File: src/rtl/gpio_irq_pkg.sv
package gpio_irq_pkg;

  localparam int CFG_W = 8;

  // Per-pin configuration word; packed MSB first so en lands in bit 0.
  typedef struct packed {
    logic [2:0] target;
    logic       pol;
    logic [1:0] mode;
    logic       raw_en;
    logic       en;
  } pin_cfg_t;

  typedef enum logic [1:0] {
    DET_LEVEL = 2'd0,
    DET_RISE  = 2'd1,
    DET_FALL  = 2'd2,
    DET_BOTH  = 2'd3
  } det_kind_t;

endpackage

File: src/rtl/gpio_irq_sync.sv
module gpio_irq_sync #(
  parameter int WIDTH = 8
) (
  input  logic             clk,
  input  logic             rst,
  input  logic [WIDTH-1:0] async_i,
  output logic [WIDTH-1:0] sync_o
);

  logic [WIDTH-1:0] meta_q;
  logic [WIDTH-1:0] sync_q;

  always_ff @(posedge clk) begin
    if (rst) begin
      meta_q <= '0;
      sync_q <= '0;
    end else begin
      meta_q <= async_i;
      sync_q <= meta_q;
    end
  end

  assign sync_o = sync_q;

  AST_SYNC_TWO_STAGE: assert property (@(posedge clk) disable iff (rst)
    (!$past(rst) && !$past(rst, 2)) |-> (sync_o == $past(async_i, 2)));

endmodule

File: src/rtl/gpio_irq_cell.sv
module gpio_irq_cell
  import gpio_irq_pkg::*;
#(
  parameter int MODE_W  = 2,
  parameter bit ACK_VAL = 1'b1
) (
  input  logic     clk,
  input  logic     rst,
  input  logic     smp_i,
  input  logic     cfg_we_i,
  input  pin_cfg_t cfg_wdata_i,
  input  logic     st_we_i,
  input  logic     st_wbit_i,
  output pin_cfg_t cfg_o,
  output logic     status_o
);

  pin_cfg_t  cfg_q;
  pin_cfg_t  cfg_store;
  det_kind_t kind;
  logic      prev_q;
  logic      status_q;
  logic      status_d;
  logic      is_edge;
  logic      rise;
  logic      fall;
  logic      edge_evt;
  logic      glitch;
  logic      clear_req;
  logic      en_rise;
  logic      level_act;

  // Mode decode: the variant is picked by MODE_W.
  if (MODE_W == 2) begin : g_wide
    always_comb begin
      case (cfg_q.mode)
        2'd0:    kind = DET_LEVEL;
        2'd1:    kind = DET_RISE;
        2'd2:    kind = DET_FALL;
        default: kind = DET_BOTH;
      endcase
    end
    always_comb begin
      cfg_store = cfg_wdata_i;
    end
  end else begin : g_narrow
    always_comb begin
      if (!cfg_q.mode[0])  kind = DET_LEVEL;
      else if (cfg_q.pol)  kind = DET_RISE;
      else                 kind = DET_FALL;
    end
    always_comb begin
      cfg_store      = cfg_wdata_i;
      cfg_store.mode = {1'b0, cfg_wdata_i.mode[0]};
    end
  end

  assign is_edge   = (kind != DET_LEVEL);
  assign rise      = smp_i & ~prev_q;
  assign fall      = ~smp_i & prev_q;
  assign level_act = cfg_q.raw_en & (smp_i == cfg_q.pol);
  assign glitch    = cfg_we_i & (cfg_wdata_i.raw_en != cfg_q.raw_en);
  assign en_rise   = cfg_we_i & cfg_wdata_i.en & ~cfg_q.en;
  assign clear_req = (st_we_i & (st_wbit_i == ACK_VAL)) | en_rise;

  always_comb begin
    edge_evt = 1'b0;
    if (cfg_q.raw_en) begin
      case (kind)
        DET_RISE: edge_evt = rise;
        DET_FALL: edge_evt = fall;
        DET_BOTH: edge_evt = rise | fall;
        default:  edge_evt = 1'b0;
      endcase
    end
  end

  always_comb begin
    if (!is_edge) status_d = level_act;
    else          status_d = (status_q & ~clear_req) | edge_evt | glitch;
  end

  always_ff @(posedge clk) begin
    if (rst) begin
      cfg_q    <= '0;
      prev_q   <= 1'b0;
      status_q <= 1'b0;
    end else begin
      prev_q   <= smp_i;
      status_q <= status_d;
      if (cfg_we_i) cfg_q <= cfg_store;
    end
  end

  assign cfg_o    = cfg_q;
  assign status_o = status_q;

  AST_EDGE_FLAG_HOLDS: assert property (@(posedge clk) disable iff (rst)
    (is_edge && status_q && !st_we_i && !cfg_we_i) |=> status_q);

  AST_ACK_CLEARS: assert property (@(posedge clk) disable iff (rst)
    (is_edge && st_we_i && (st_wbit_i == ACK_VAL) && !edge_evt && !cfg_we_i) |=> !status_q);

  AST_LEVEL_NO_LATCH: assert property (@(posedge clk) disable iff (rst)
    (!is_edge && !cfg_we_i && !level_act) |=> !status_q);

  AST_RAW_OFF_QUIET: assert property (@(posedge clk) disable iff (rst)
    (is_edge && !cfg_q.raw_en && !status_q && !cfg_we_i) |=> !status_q);

endmodule

File: src/rtl/gpio_irq_unit.sv
module gpio_irq_unit
  import gpio_irq_pkg::*;
#(
  parameter int       NUM_PINS    = 8,
  parameter int       MODE_W      = 2,
  parameter bit       ACK_HIGH    = 1'b1,
  parameter bit [2:0] APPS_TARGET = 3'd4
) (
  input  logic                            clk,
  input  logic                            rst,
  input  logic [NUM_PINS-1:0]             pins_i,
  input  logic                            bus_valid_i,
  input  logic                            bus_write_i,
  input  logic [$clog2(NUM_PINS):0]       bus_addr_i,
  input  logic [7:0]                      bus_wdata_i,
  output logic [7:0]                      bus_rdata_o,
  output logic                            irq_o
);

  localparam int PIN_W  = $clog2(NUM_PINS);
  localparam int ADDR_W = PIN_W + 1;

  logic [NUM_PINS-1:0] smp;
  logic [NUM_PINS-1:0] status;
  logic [NUM_PINS-1:0] eligible;
  logic [NUM_PINS-1:0] qual;
  pin_cfg_t            cfg [NUM_PINS];
  logic [PIN_W-1:0]    idx;
  logic                sel_flag;
  logic                wr;
  logic                irq_q;

  assign idx      = bus_addr_i[ADDR_W-1:1];
  assign sel_flag = bus_addr_i[0];
  assign wr       = bus_valid_i & bus_write_i;

  gpio_irq_sync #(.WIDTH(NUM_PINS)) i_sync (
    .clk     (clk),
    .rst     (rst),
    .async_i (pins_i),
    .sync_o  (smp)
  );

  for (genvar p = 0; p < NUM_PINS; p++) begin : g_pin
    logic hit;
    assign hit = wr & (idx == PIN_W'(p));

    gpio_irq_cell #(.MODE_W(MODE_W), .ACK_VAL(ACK_HIGH)) i_cell (
      .clk         (clk),
      .rst         (rst),
      .smp_i       (smp[p]),
      .cfg_we_i    (hit & ~sel_flag),
      .cfg_wdata_i (pin_cfg_t'(bus_wdata_i)),
      .st_we_i     (hit & sel_flag),
      .st_wbit_i   (bus_wdata_i[0]),
      .cfg_o       (cfg[p]),
      .status_o    (status[p])
    );

    assign eligible[p] = cfg[p].en & (cfg[p].target == APPS_TARGET);
    assign qual[p]     = status[p] & eligible[p];
  end

  // Zero-wait read of the addressed word.
  always_comb begin
    bus_rdata_o = '0;
    if (int'(idx) < NUM_PINS) begin
      if (sel_flag) bus_rdata_o = {7'd0, status[idx]};
      else          bus_rdata_o = cfg[idx];
    end
  end

  always_ff @(posedge clk) begin
    if (rst) irq_q <= 1'b0;
    else     irq_q <= |qual;
  end

  assign irq_o = irq_q;

  AST_IRQ_RISE_CAUSE: assert property (@(posedge clk) disable iff (rst)
    $rose(irq_o) |-> $past(|qual));

  AST_IRQ_FALL_CAUSE: assert property (@(posedge clk) disable iff (rst)
    $fell(irq_o) |-> !$past(|qual));

  AST_MASKED_QUIET: assert property (@(posedge clk) disable iff (rst)
    (eligible == '0) |=> !irq_o);

endmodule

File: config.mk
export PLATFORM = sky130hd
export DESIGN_NAME = gpio_irq_unit
export DESIGN_NICKNAME = d
export VERILOG_FILES = /design/src/rtl/gpio_irq_pkg.sv /design/src/rtl/gpio_irq_sync.sv /design/src/rtl/gpio_irq_cell.sv /design/src/rtl/gpio_irq_unit.sv
export SDC_FILE = /design/constraint.sdc
export NUM_CORES = 1
export LEC_CHECK = 0
export ABC_AREA = 1
export BUFFER_PORTS_ARGS = -buffer_cell sky130_fd_sc_hd__buf_2
export CAP_MARGIN = 20
export CORE_MARGIN = 4
export CORE_UTILIZATION = 33
export CTS_CLUSTER_SIZE = 28
export DETAILED_ROUTE_END_ITERATION = 8
export GPL_TIMING_DRIVEN = 0
export HOLD_SLACK_MARGIN = 0.05
export PLACE_DENSITY = 0.52
export SYNTH_ARGS = -nofsm -noshare
export SYNTH_HDL_FRONTEND = slang
export SYNTH_SLANG_ARGS = --single-unit
export TNS_END_PERCENT = 5
File: constraint.sdc
create_clock -name clk -period 3.3 [get_ports clk]
set_input_delay 0.33 -clock clk [delete_from_list [all_inputs] [get_ports clk]]
set_output_delay 0.33 -clock clk [all_outputs]
set_load 0.01 [all_outputs]
# --- Word level (Yosys, flattened, before mapping) ---
# Cells that the tools add are included.
classes:
  reduce_logical: 18
  n_mux: 38
  eq_ne: 71
  n_bitwise: 171
  magnitude_cmp: 2
op_table:
  columns: ["op", "n"]
  rows:
  - ["1-bit bitwise AND", 105]
  - ["2-bit equality test (second input constant)", 24]
  - ["2-bit case mux with 3 select lines", 8]
  - ["3-bit equality test (second input constant)", 12]
  - ["1-bit NOT", 33]
  - ["2-bit by 1-bit equality test with 1-bit output (second input constant)", 16]
  - ["1-bit bitwise OR", 32]
  - ["8-bit binary-select mux with 3-bit select", 1]
  - ["8-bit 2-to-1 mux", 3]
  - ["1-bit case mux with 3 select lines", 8]
  - ["1-bit 2-to-1 mux", 17]
  - ["2-bit zero test", 8]
  - ["2-bit nonzero test", 8]
  - ["1-bit equality test", 8]
  - ["1-bit inequality test", 8]
  - ["8-bit OR reduction", 1]
  - ["3-bit by 2-bit equality test with 1-bit output (second input constant)", 2]
  - ["4-bit >= comparator (second input constant)", 1]
  - ["3-bit by 4-bit < comparator with 1-bit output (second input constant)", 1]
  - ["3-bit NOT with 4-bit output", 1]
  - ["1-bit binary-select mux with 3-bit select", 1]
  - ["3-bit by 1-bit equality test with 1-bit output (second input constant)", 1]
  - ["3-bit zero test", 1]
totals:
  out_inout_bits: 9
  word_cells: 359
  reg_bits: 97
  inputBits: 24

# --- Depth between registers and ports, before layout ---
# Gate-level depths: netlist of the first run.
logic_depth:
  depth_word: 11
  ltp_mapped: 9
  ltp_nobuf: 9

# --- By module ---
# Synthesis of the first run repeated with hierarchy kept, for this count alone.
hier_totals:
  hier_cells: 812
  hier_area_um2: 5529.1
modules_own_cells:
  columns: ["mod", "n_inst", "area_per_inst_um2", "cells_each"]
  rows:
  - ["gpio_irq_cell", 8, 500.5, 66]
  - ["gpio_irq_unit", 1, 1051.0, 234]
  - ["gpio_irq_sync", 1, 474.2, 50]

# --- Least setup slack after synthesis of the first run ---
# No wires, ideal clock.
synth_path:
  kind: "input to output"
  from: "in bus_addr_i[1]"
  to: "out bus_rdata_o[4]"
  required_time_ns: 2.970
  path_stages: 7
  slack_ns: 1.748
  t_arrival_ns: 1.222
  n_path_buf: 2
  path_cell_list: "buf_6 -> nor2_2 -> buf_2 -> a21oi_1 -> nand3_1 -> nand2_1 -> nor2_1"
synth_via:
  elab_chain_len: 5
synth_lines:
  columns: ["item", "line", "rtl"]
  rows:
  - ["start, declared", "gpio_irq_unit.sv:14", "input logic [$clog2(NUM_PINS):0] bus_addr_i,"]
  - ["3-bit NOT with 4-bit output (not written as such)", "gpio_irq_unit.sv:69", "else bus_rdata_o = cfg[idx];"]
  - ["8-bit binary-select mux with 3-bit select", "gpio_irq_unit.sv:69", null]
  - ["8-bit 2-to-1 mux (not written as such) (2 in series)", "gpio_irq_unit.sv:69", null]
  - ["8-bit 2-to-1 mux", "gpio_irq_unit.sv:68", "if (sel_flag) bus_rdata_o = {7'd0, status[idx]};"]
  - ["end, declared", "gpio_irq_unit.sv:16", "output logic [7:0] bus_rdata_o,"]
# No other way between the ends. The select of a mux whose other input is x is not followed.

# --- Worst setup path after layout of the first run ---
layout_path:
  from: "in bus_addr_i[0]"
  to: "out bus_rdata_o[3]"
layout_via:
  elab_chain_len: 1
layout_lines:
  columns: ["item", "line"]
  rows:
  - ["8-bit 2-to-1 mux", "gpio_irq_unit.sv:68"]
# No other way between the ends.

==> results of run 1 <==
## cell usage after synthesis
library cell,instances,share of area
nand3_2,3,0.0060
buf_1,1,0.00075
o211a_1,2,0.0040
o21ai_0,82,0.083
xnor2_1,4,0.0070
ha_1,16,0.040
clkbuf_1,12,0.0091
a21oi_1,95,0.096
nand2_2,6,0.0076
inv_1,108,0.082
nand3_1,43,0.043
a21boi_0,2,0.0030
nand3_4,2,0.0070
buf_4,2,0.0030
buf_6,6,0.014
o22ai_1,2,0.0025
dfxtp_1,97,0.39
nor2_4,5,0.011
nand2_1,103,0.078
o21a_1,1,0.0015
inv_2,4,0.0030
xor2_1,1,0.0018
nor3_1,3,0.0030
buf_2,8,0.0081
o21ai_1,8,0.0081
nor2_2,3,0.0038
nor2_1,106,0.080
nand4_1,3,0.0038
## area by class of cell
type	instances	area (um2)	area share
Multi-Input combinational cell	490	2440	0.431
Sequential cell	97	1940	0.344
Inverter	112	420	0.0744
Clock buffer	10	239	0.0423
Tap cell	184	230	0.0407
Buffer	29	171	0.0303
Timing Repair Buffer	29	145	0.0257
Clock inverter	6	67.6	0.0120
## stage by stage
step	std cells	hold slack [ns]	cell area, um2
floorplan	728	0.388	4970
global placement	941	0.390	5350
detailed placement	941	0.394	5350
CTS	957	0.158	5650
global route	957	0.180	5650
finish	957	0.164	5650
## worst min path at each step
stage | from | end | slack [ns] | cells past startpoint
3_3_place_gp | i_sync.meta_q[5] | i_sync.sync_o[5] | 0.39 | 2
5_1_grt | pins_i[7] | i_sync.meta_q[7] | 0.18 | 3
2_1_floorplan | i_sync.meta_q[0] | i_sync.sync_o[0] | 0.39 | 2
6_report | pins_i[7] | i_sync.meta_q[7] | 0.16 | 3
3_5_place_dp | i_sync.meta_q[2] | i_sync.sync_o[2] | 0.39 | 2
4_1_cts | pins_i[7] | i_sync.meta_q[7] | 0.16 | 3
## worst max-delay path, cell delays in order
cell and delay (ns):
buf_2 0.16, inv_2 0.14, buf_4 0.23, clkbuf_1 0.43
o21ai_0 0.22, nor2_1 0.19, buf_2 0.15
## logic make-up after synthesis
logic type / synth area share
AO/OA/AOI/OAI: 0.197
adder cells (fa/ha/maj): 0.0403
flip-flops: 0.391
XOR/XNOR: 0.00881
buffers and inverters: 0.119
AND/OR/NAND/NOR: 0.244
## sequential cells by signal (all words and copies together) (netlist names)
name	count
i_sync.meta_q	8
i_sync.sync_o	8
g_pin.i_cell.cfg_o	64
g_pin.i_cell.status_o	8
g_pin.i_cell.prev_q	8
irq_o	1
## power by group through the flow
stage | Clock (W) | Sequential (W) | Combinational (W)
6_report | 0.00109 | 0.00121 | 0.000237
5_1_grt | 0.00115 | 0.00121 | 0.000263
4_1_cts | 0.00111 | 0.00121 | 0.000236
3_5_place_dp | 0 | 0.00124 | 0.000235
3_3_place_gp | 0 | 0.00124 | 0.000234
2_1_floorplan | 0 | 0.00123 | 0.000138
## layer usage
| layer | up-vias | global-route usage |
|---|---|---|
| met5 | - | 0 |
| met4 | 0 | 0.0780 |
| met2 | 153 | 0.320 |
| met1 | 2168 | 0.272 |
| met3 | 32 | 0.0435 |
| li1 | 2416 | - |
==> impl_results.md, run 1 <==
- Status: complete, no violations
- Final Max Slew Viols: 0
- Diode count: 0
- CTS Sinks: 97
- Post-CTS Setup Bufs: 0
- Switch share: 0.264
- Crit Path Class: primary input to output pin
- Total Neg Setup Slack: 0 ns
- Peak supply drop: 0.000261 V
- Final Cycle Share: 0.665
- Place WS: 1.10 ns
- Number of distinct library cells after synthesis: 28
- Hold crit path type: primary input to flip-flop
- Worst-path fanout max: 10
- Post-CTS Hold Buffers: 0
- Syn Inst Count: 728
- Worst reg2reg endpoint: g_pin[7].i_cell.status_o
- Post-DR vias/cell: 4.98
- Synth Warn #: 0
- R2R Setup Slk: 2.09 ns
- Syn nets: 768
- WL final: 16,600 um
- CP endpoint kind: output pin
- Commonest non-fill, non-tap cell in the layout: inv_1
- Num CTS Buffers: 9
- Clock transition at path regs: 0.07 ns
- TritonCTS clock tree: built
- Synthesis-to-layout area growth: 13.7%
- Nets: 808
- DRT antenna net count: 0
- Commonest non-fill, non-tap cells in the layout: inv_1, nor2_1, nand2_1
- Crit Reg-Reg Startpoint: g_pin[7].i_cell.prev_q
- Total of max-cap violations: 0
- DR WL/cell: 17.3 um
- DR iter-0 viols: 401
- Worst Tran Pin Value: 0.840 ns
- Post-cts sizing count: 0
- Final Core Density: 0.386
- Synth Register Bits: 97
- Startpoint types: primary input
- DRT Pass-1 Iters: 5
- Setup Viol. Count Final: 0
- RePlAce Congestion: 0.922
- DP HPWL: 12,000 um
- Max frequency: 456 MHz
- Syn_area_per_cell: 6.83 um2
- First-pass GRT wire length: 25,500 um
- Max clock buf depth: 2
- Setup crit start: bus_addr_i[0]
- Sw Pwr: 0.000670 W
- Initial antenna violation count: 0
- Post-Route Skew: 0.00691 ns
- Drt drc: 0
- Starting Density: 0.339
- Vias in the first global route: 4,601
- Number of cell rows: 44
- Pwr Total: 0.00254 W
- Comb power frac: 0.093
- Metal2 WL: 7440 um
- Overall Global Routing Usage: 0.203
- LEAKAGE: 2.28 nW
- Via count: 4,769
- Critical path required time: 2.97 ns
- PnR worst setup slack: 1.11 ns
- Root Driver: clkbuf_16
- Layout cells sized above 1: 0.109
- R2R depth: 9
- Netlist Area Pre-Place: 4970 um2
- WL met3: 1060 um
- Internal Pwr Total: 0.00187 W
- IO buf count: 29
- Clock share of power: 0.431
- Height of the die: 131 um
- Grt ovf: 0
- Die W: 131 um
- Critical Path AT: 1.86 ns
- Critical Path End: bus_rdata_o[3]
- Unrepaired setup endpoints after global routing: no
- Fill cells: 1,618
- Max H-tree Level: 3
- Power Dens Cells: 449 nW/um2
- Core ar.: 14,600 um2
- Tmin final: 2.19 ns
- Ports: 33
- Max transition margin: 0.440
- Highest Signal Layer: met4
- Die area: 17,100 um2
- Largest net degree at the start of global routing: 17
- Sequential share of the synthesized area: 0.391
- Final Hold Viols: 0
- M1 wire length: 7580 um
- Clk_lat worst skew: 0.36 ns
- Power share of the sequential group: 0.476
Power figures use the tool's default switching activity.
==> run 2: changes to the inputs <==
Clock period 3.3 ns to 2.2 ns, I/O delays scaled along.
==> run 2 against run 1 <==
  * Combinational power up 51%
  * Largest cell class unchanged
  * Clock-buffer cell count unchanged
  * Wire length up 0.27%
  * Sequential share of layout area down 0.061 points
  * Worst setup slack worse by 0.88 ns
  * Critical endpoint unchanged
  * Sequential power up 50%
  * Critical path depth unchanged
  * Hold slack worse by 0.10 ns
==> impl_results.md, run 2 (synthesis gave the netlist of run 1 again) <==
- Status: complete, no violations
- DR WL/cell: 17.3 um
- Most frequent CP cell: buf_2
- Synthesis-to-layout area growth: 13.9%
- Max clock buf depth: 2
- WL final: 16,600 um
- Crit Path Class: primary input to output pin
- Starting Density: 0.339
- Clock transition at path regs: 0.07 ns
- Final Cycle Share: 0.898
- CP endpoint kind: output pin
- CTS Sinks: 97
- Total Neg Setup Slack: 0 ns
- CP Buf/Inv Count: 5
- Core ar.: 14,600 um2
- Post-Route Skew: 0.0102 ns
- Max reg flops: 64
- First-pass GRT wire length: 25,500 um
- Post-DR vias/cell: 5.01
- DRT Pass-1 Iters: 5
- Hold slack final: 0.0646 ns
- Commonest non-fill, non-tap cell in the layout: inv_1
- Tmin final: 1.98 ns
- Number of cell rows: 44
- Unrepaired setup endpoints after global routing: no
- Drt drc: 0
- Worst-path cell with the longest stage delay: clkbuf_1
- Largest net degree at the start of global routing: 17
- Die W: 131 um
- Fill cells: 1,617
- Max frequency: 506 MHz
- Ports: 33
- Clk_lat worst skew: 0.36 ns
- Overall Global Routing Usage: 0.203
- Cell Chain, Critical Path: buf_2 > inv_2 > buf_4 > clkbuf_1 > o21ai_0 > nor2_1 > buf_2
- Critical Path AT: 1.76 ns
- Placed inst area: 5350 um2
- Worst-path fanout max: 10
- Max incr delay on CP: 0.43 ns
- Total of max-cap violations: 0
- Cell family with most CP delay: buffers and inverters
- Grt ovf: 0
- Worst Tran Pin Value: 0.819 ns
- Num CTS Buffers: 9
- Commonest non-fill, non-tap cells in the layout: inv_1, nor2_1, nand2_1
- TritonCTS clock tree: built
- Critical path required time: 1.98 ns
- Max transition margin: 0.454
- RePlAce Congestion: 0.922
- Peak supply drop: 0.000392 V
- Setup Viol. Count Final: 0
- Final Hold Viols: 0
- Hold crit path type: primary input to flip-flop
- Via count: 4,803
- Die area: 17,100 um2
- Initial antenna violation count: 0
- Layout cells sized above 1: 0.109
- Post-CTS Setup Bufs: 0
- IO buf count: 29
- DP HPWL: 12,000 um
- DRT antenna net count: 0
- Final Max Slew Viols: 0
- Cells after DPL: 941
- Nets: 809
- Post-CTS Hold Buffers: 1
- Startpoint types: primary input
- Final Core Density: 0.387
- Vias in the first global route: 4,595
- Post-cts sizing count: 0
- Root Driver: clkbuf_16
- Post-route cell area: 5660 um2
- Height of the die: 131 um
- DR iter-0 viols: 369
- Final Instance Count excl. Fillers: 958
- Power Dens Cells: 673 nW/um2
- LEAKAGE: 2.28 nW
- Diode count: 0
- Max H-tree Level: 3
-- run 2: cell types whose count changed in the layout (fill, tap and decap cells not counted), sizes merged --
cell | previous run | this run
dlygate4sd3 | 0 | 1
-- run 2: worst register-to-register path: stages, from the launching register on --
cell and delay, ns:
dfxtp_1 0.34, inv_1 0.05, ha_1 0.27, inv_1 0.03
nand2_1 0.04, nand3_1 0.07, a21oi_1 0.14, nand3_1 0.09
nand2_1 0.06, inv_1 0.03
-- run 2: final cells by class --
| class | instances | area [um2] | share of cell area |
|---|---|---|---|
| Multi-Input combinational cell | 490 | 2440 | 0.430 |
| Sequential cell | 97 | 1940 | 0.343 |
| Inverter | 112 | 420 | 0.0743 |
| Clock buffer | 10 | 239 | 0.0422 |
| Tap cell | 184 | 230 | 0.0407 |
| Buffer | 29 | 171 | 0.0303 |
| Timing Repair Buffer | 30 | 155 | 0.0274 |
| Clock inverter | 6 | 67.6 | 0.0119 |
-- run 2: through the flow --
| step | setup WS (ns) | total power, W |
|---|---|---|
| after floorplan | 0.868 | 0.00205 |
| after global placement | 0.220 | 0.00220 |
| after detailed placement | 0.220 | 0.00221 |
| after CTS | 0.215 | 0.00384 |
| after global routing | 0.100 | 0.00394 |
| final | 0.225 | 0.00381 |
-- run 2: worst paths after layout --
check                           slack [ns]              startpoint                       end  cells past startpoint
worst max-delay path                  0.22           bus_addr_i[0]            bus_rdata_o[3]                      7
worst min-delay path                  0.06               pins_i[3]          i_sync.meta_q[3]                      3
worst max register to register        0.98  g_pin[7].i_cell.prev_q  g_pin[7].i_cell.status_o                      9
worst min register to register        0.40        i_sync.meta_q[4]          i_sync.sync_o[4]                      2
-- run 2: routing by layer --
layer | track usage | wire length [um] | up-vias
met1 | 0.272 | 7520 | 2220
met5 | 0 | 0 | -
met4 | 0.0780 | 487 | 0
met3 | 0.0435 | 1100 | 29
li1 | - | - | 2415
met2 | 0.320 | 7490 | 139
-- run 2: power by group --
group / switching (W) / leakage [nW] / total [W] / internal [W]
logic: 0.000255 / 1.35 / 0.000357 / 0.000101
registers: 0.0000224 / 0.787 / 0.00181 / 0.00179
clock network: 0.000728 / 0.145 / 0.00164 / 0.000915
total: 0.00101 / 2.28 / 0.00381 / 0.00281
==> run 3: changes to the inputs <==
==> constraint.sdc (replaced) <==
create_clock -name clk -period 2.2 [get_ports clk]
set_input_delay 0.11 -clock clk [delete_from_list [all_inputs] [get_ports clk]]
set_output_delay 0.11 -clock clk [all_outputs]
set_load 0.01 [all_outputs]
==> run 3 against run 2 <==
  * Utilization increased by 0.48 points
  * Sequential share of layout area is 0.42 points lower
  * Critical path depth did not move
  * Clock skew shrank 0.0011 ns
  * Combinational power rose by 3%
  * Global-route usage hardly changed
  * Total power up 0.35%
  * Clock-buffer cell count stayed put
  * Non-clock buffer count rose by 7
  * Critical path type unchanged
==> impl_results.md, run 3 (synthesis gave the netlist of run 1 again) <==
- Total Neg Setup Slack: 0 ns
- DRT antenna net count: 0
- Critical path required time: 2.09 ns
- Hold Crit Start: bus_wdata_i[7]
- Setup Viol. Count Final: 0
- Max H-tree Level: 3
- Max frequency: 570 MHz
- Vias in the first global route: 4,620
- Die area: 17,100 um2
- First-pass GRT wire length: 25,600 um
- Num CTS Buffers: 9
- DR WL/cell: 17.2 um
- Starting Density: 0.339
- Post-CTS Setup Bufs: 0
- Power Dens Cells: 667 nW/um2
- DP HPWL: 12,000 um
- Critical Path AT: 1.64 ns
- Worst Tran Pin Value: 0.870 ns
- Status: complete, no violations
- Total of max-cap violations: 0
- Final Hold Viols: 0
- CTS Sinks: 97
- Diode count: 0
- DRT Pass-1 Iters: 5
- Worst-path fanout max: 10
- Hold Path End: g_pin[7].i_cell.cfg_o[7]
- Die W: 131 um
- Core ar.: 14,600 um2
- Commonest non-fill, non-tap cells in the layout: inv_1, nor2_1, nand2_1
- Initial antenna violation count: 0
- Max reg flops: 64
- Startpoint types: primary input
- Place WS: 0.440 ns
- CP endpoint kind: output pin
- Worst hold path depth: 3
- R2R Setup Slk: 0.98 ns
- Largest net degree at the start of global routing: 17
- Clk_lat worst skew: 0.36 ns
- Drt drc: 0
- Post-DR vias/cell: 4.99
- PnR worst setup slack: 0.447 ns
- Unrepaired setup endpoints after global routing: no
- Final Cycle Share: 0.797
- Root Driver: clkbuf_16
- Crit Path Class: primary input to output pin
- Overall Global Routing Usage: 0.203
- Via count: 4,819
- Tmin final: 1.75 ns
- Commonest non-fill, non-tap cell in the layout: inv_1
- IO buf count: 29
- TritonCTS clock tree: built
- WL final: 16,600 um
- Peak supply drop: 0.000393 V
- Max transition margin: 0.420
- Final Max Slew Viols: 0
- Crit Reg-Reg Startpoint: g_pin[7].i_cell.prev_q
- Ports: 33
- Grt ovf: 0
- Nets: 816
- Number of cell rows: 44
- LEAKAGE: 2.31 nW
- Post-Route Skew: 0.00911 ns
- Layout cells sized above 1: 0.108
- Height of the die: 131 um
- Synthesis-to-layout area growth: 15.3%
- DR iter-0 viols: 339
- Clock transition at path regs: 0.07 ns
- RePlAce Congestion: 0.922
- Worst reg2reg endpoint: g_pin[7].i_cell.status_o
- Max clock buf depth: 2
- Hold crit path type: primary input to flip-flop
- R2R depth: 9
[run 3: area by class of cell]
cell class                 count  area (um2)
inverter                     112         420
sequential                    97        1940
clock inverter                 6        67.6
fill                        1613        8910
tap                          184         230
buffer                        29         171
clock buffer                  10         239
multi-input combinational    490        2440
timing repair buffer          37         225
[run 3: worst max-delay path, cell delays in order]
cell and delay [ns]:
buf_2 0.17, inv_2 0.14, buf_4 0.23, clkbuf_1 0.43, o21ai_0 0.22, nor2_1 0.18, buf_2 0.15
[run 3: repair_timing]
action	4_1_cts	5_1_grt
hold buffers	8	0
gates resized for setup	0	0
endpoints found under the hold margin	8	0
[run 3: worst max path at each step]
stage,start,end,slack (ns)
floorplan,bus_addr_i[1],bus_rdata_o[4],1.09
global placement,bus_addr_i[0],bus_rdata_o[3],0.44
detailed placement,bus_addr_i[0],bus_rdata_o[3],0.44
CTS,bus_addr_i[0],bus_rdata_o[3],0.43
global route,bus_addr_i[0],bus_rdata_o[5],0.32
finish,bus_addr_i[0],bus_rdata_o[3],0.45
[run 3: routing by layer]
layer | wire length [um] | track usage | part of all wire
met5 | 0 | 0 | 0
met2 | 7510 | 0.320 | 0.45
met4 | 515 | 0.0780 | 0.031
met1 | 7750 | 0.272 | 0.47
met3 | 866 | 0.0435 | 0.052
[run 3: report_power, final]
group	total, W	internal, W	switching, W
combinational	0.000367	0.000109	0.000258
clock	0.00164	0.000915	0.000730
sequential	0.00181	0.00179	0.0000223
[run 3: stage by stage]
step	std cells	hold WS (ns)	utilization	cell area (um2)	power (W)
4_1_cts	965	0.129	0.391	5730	0.00385
2_1_floorplan	728	0.217	-	4970	0.00205
3_3_place_gp	941	0.310	0.365	5350	0.00220
3_5_place_dp	941	0.317	0.365	5350	0.00221
6_report	965	0.138	0.391	5730	0.00382
5_1_grt	965	0.142	0.391	5730	0.00395
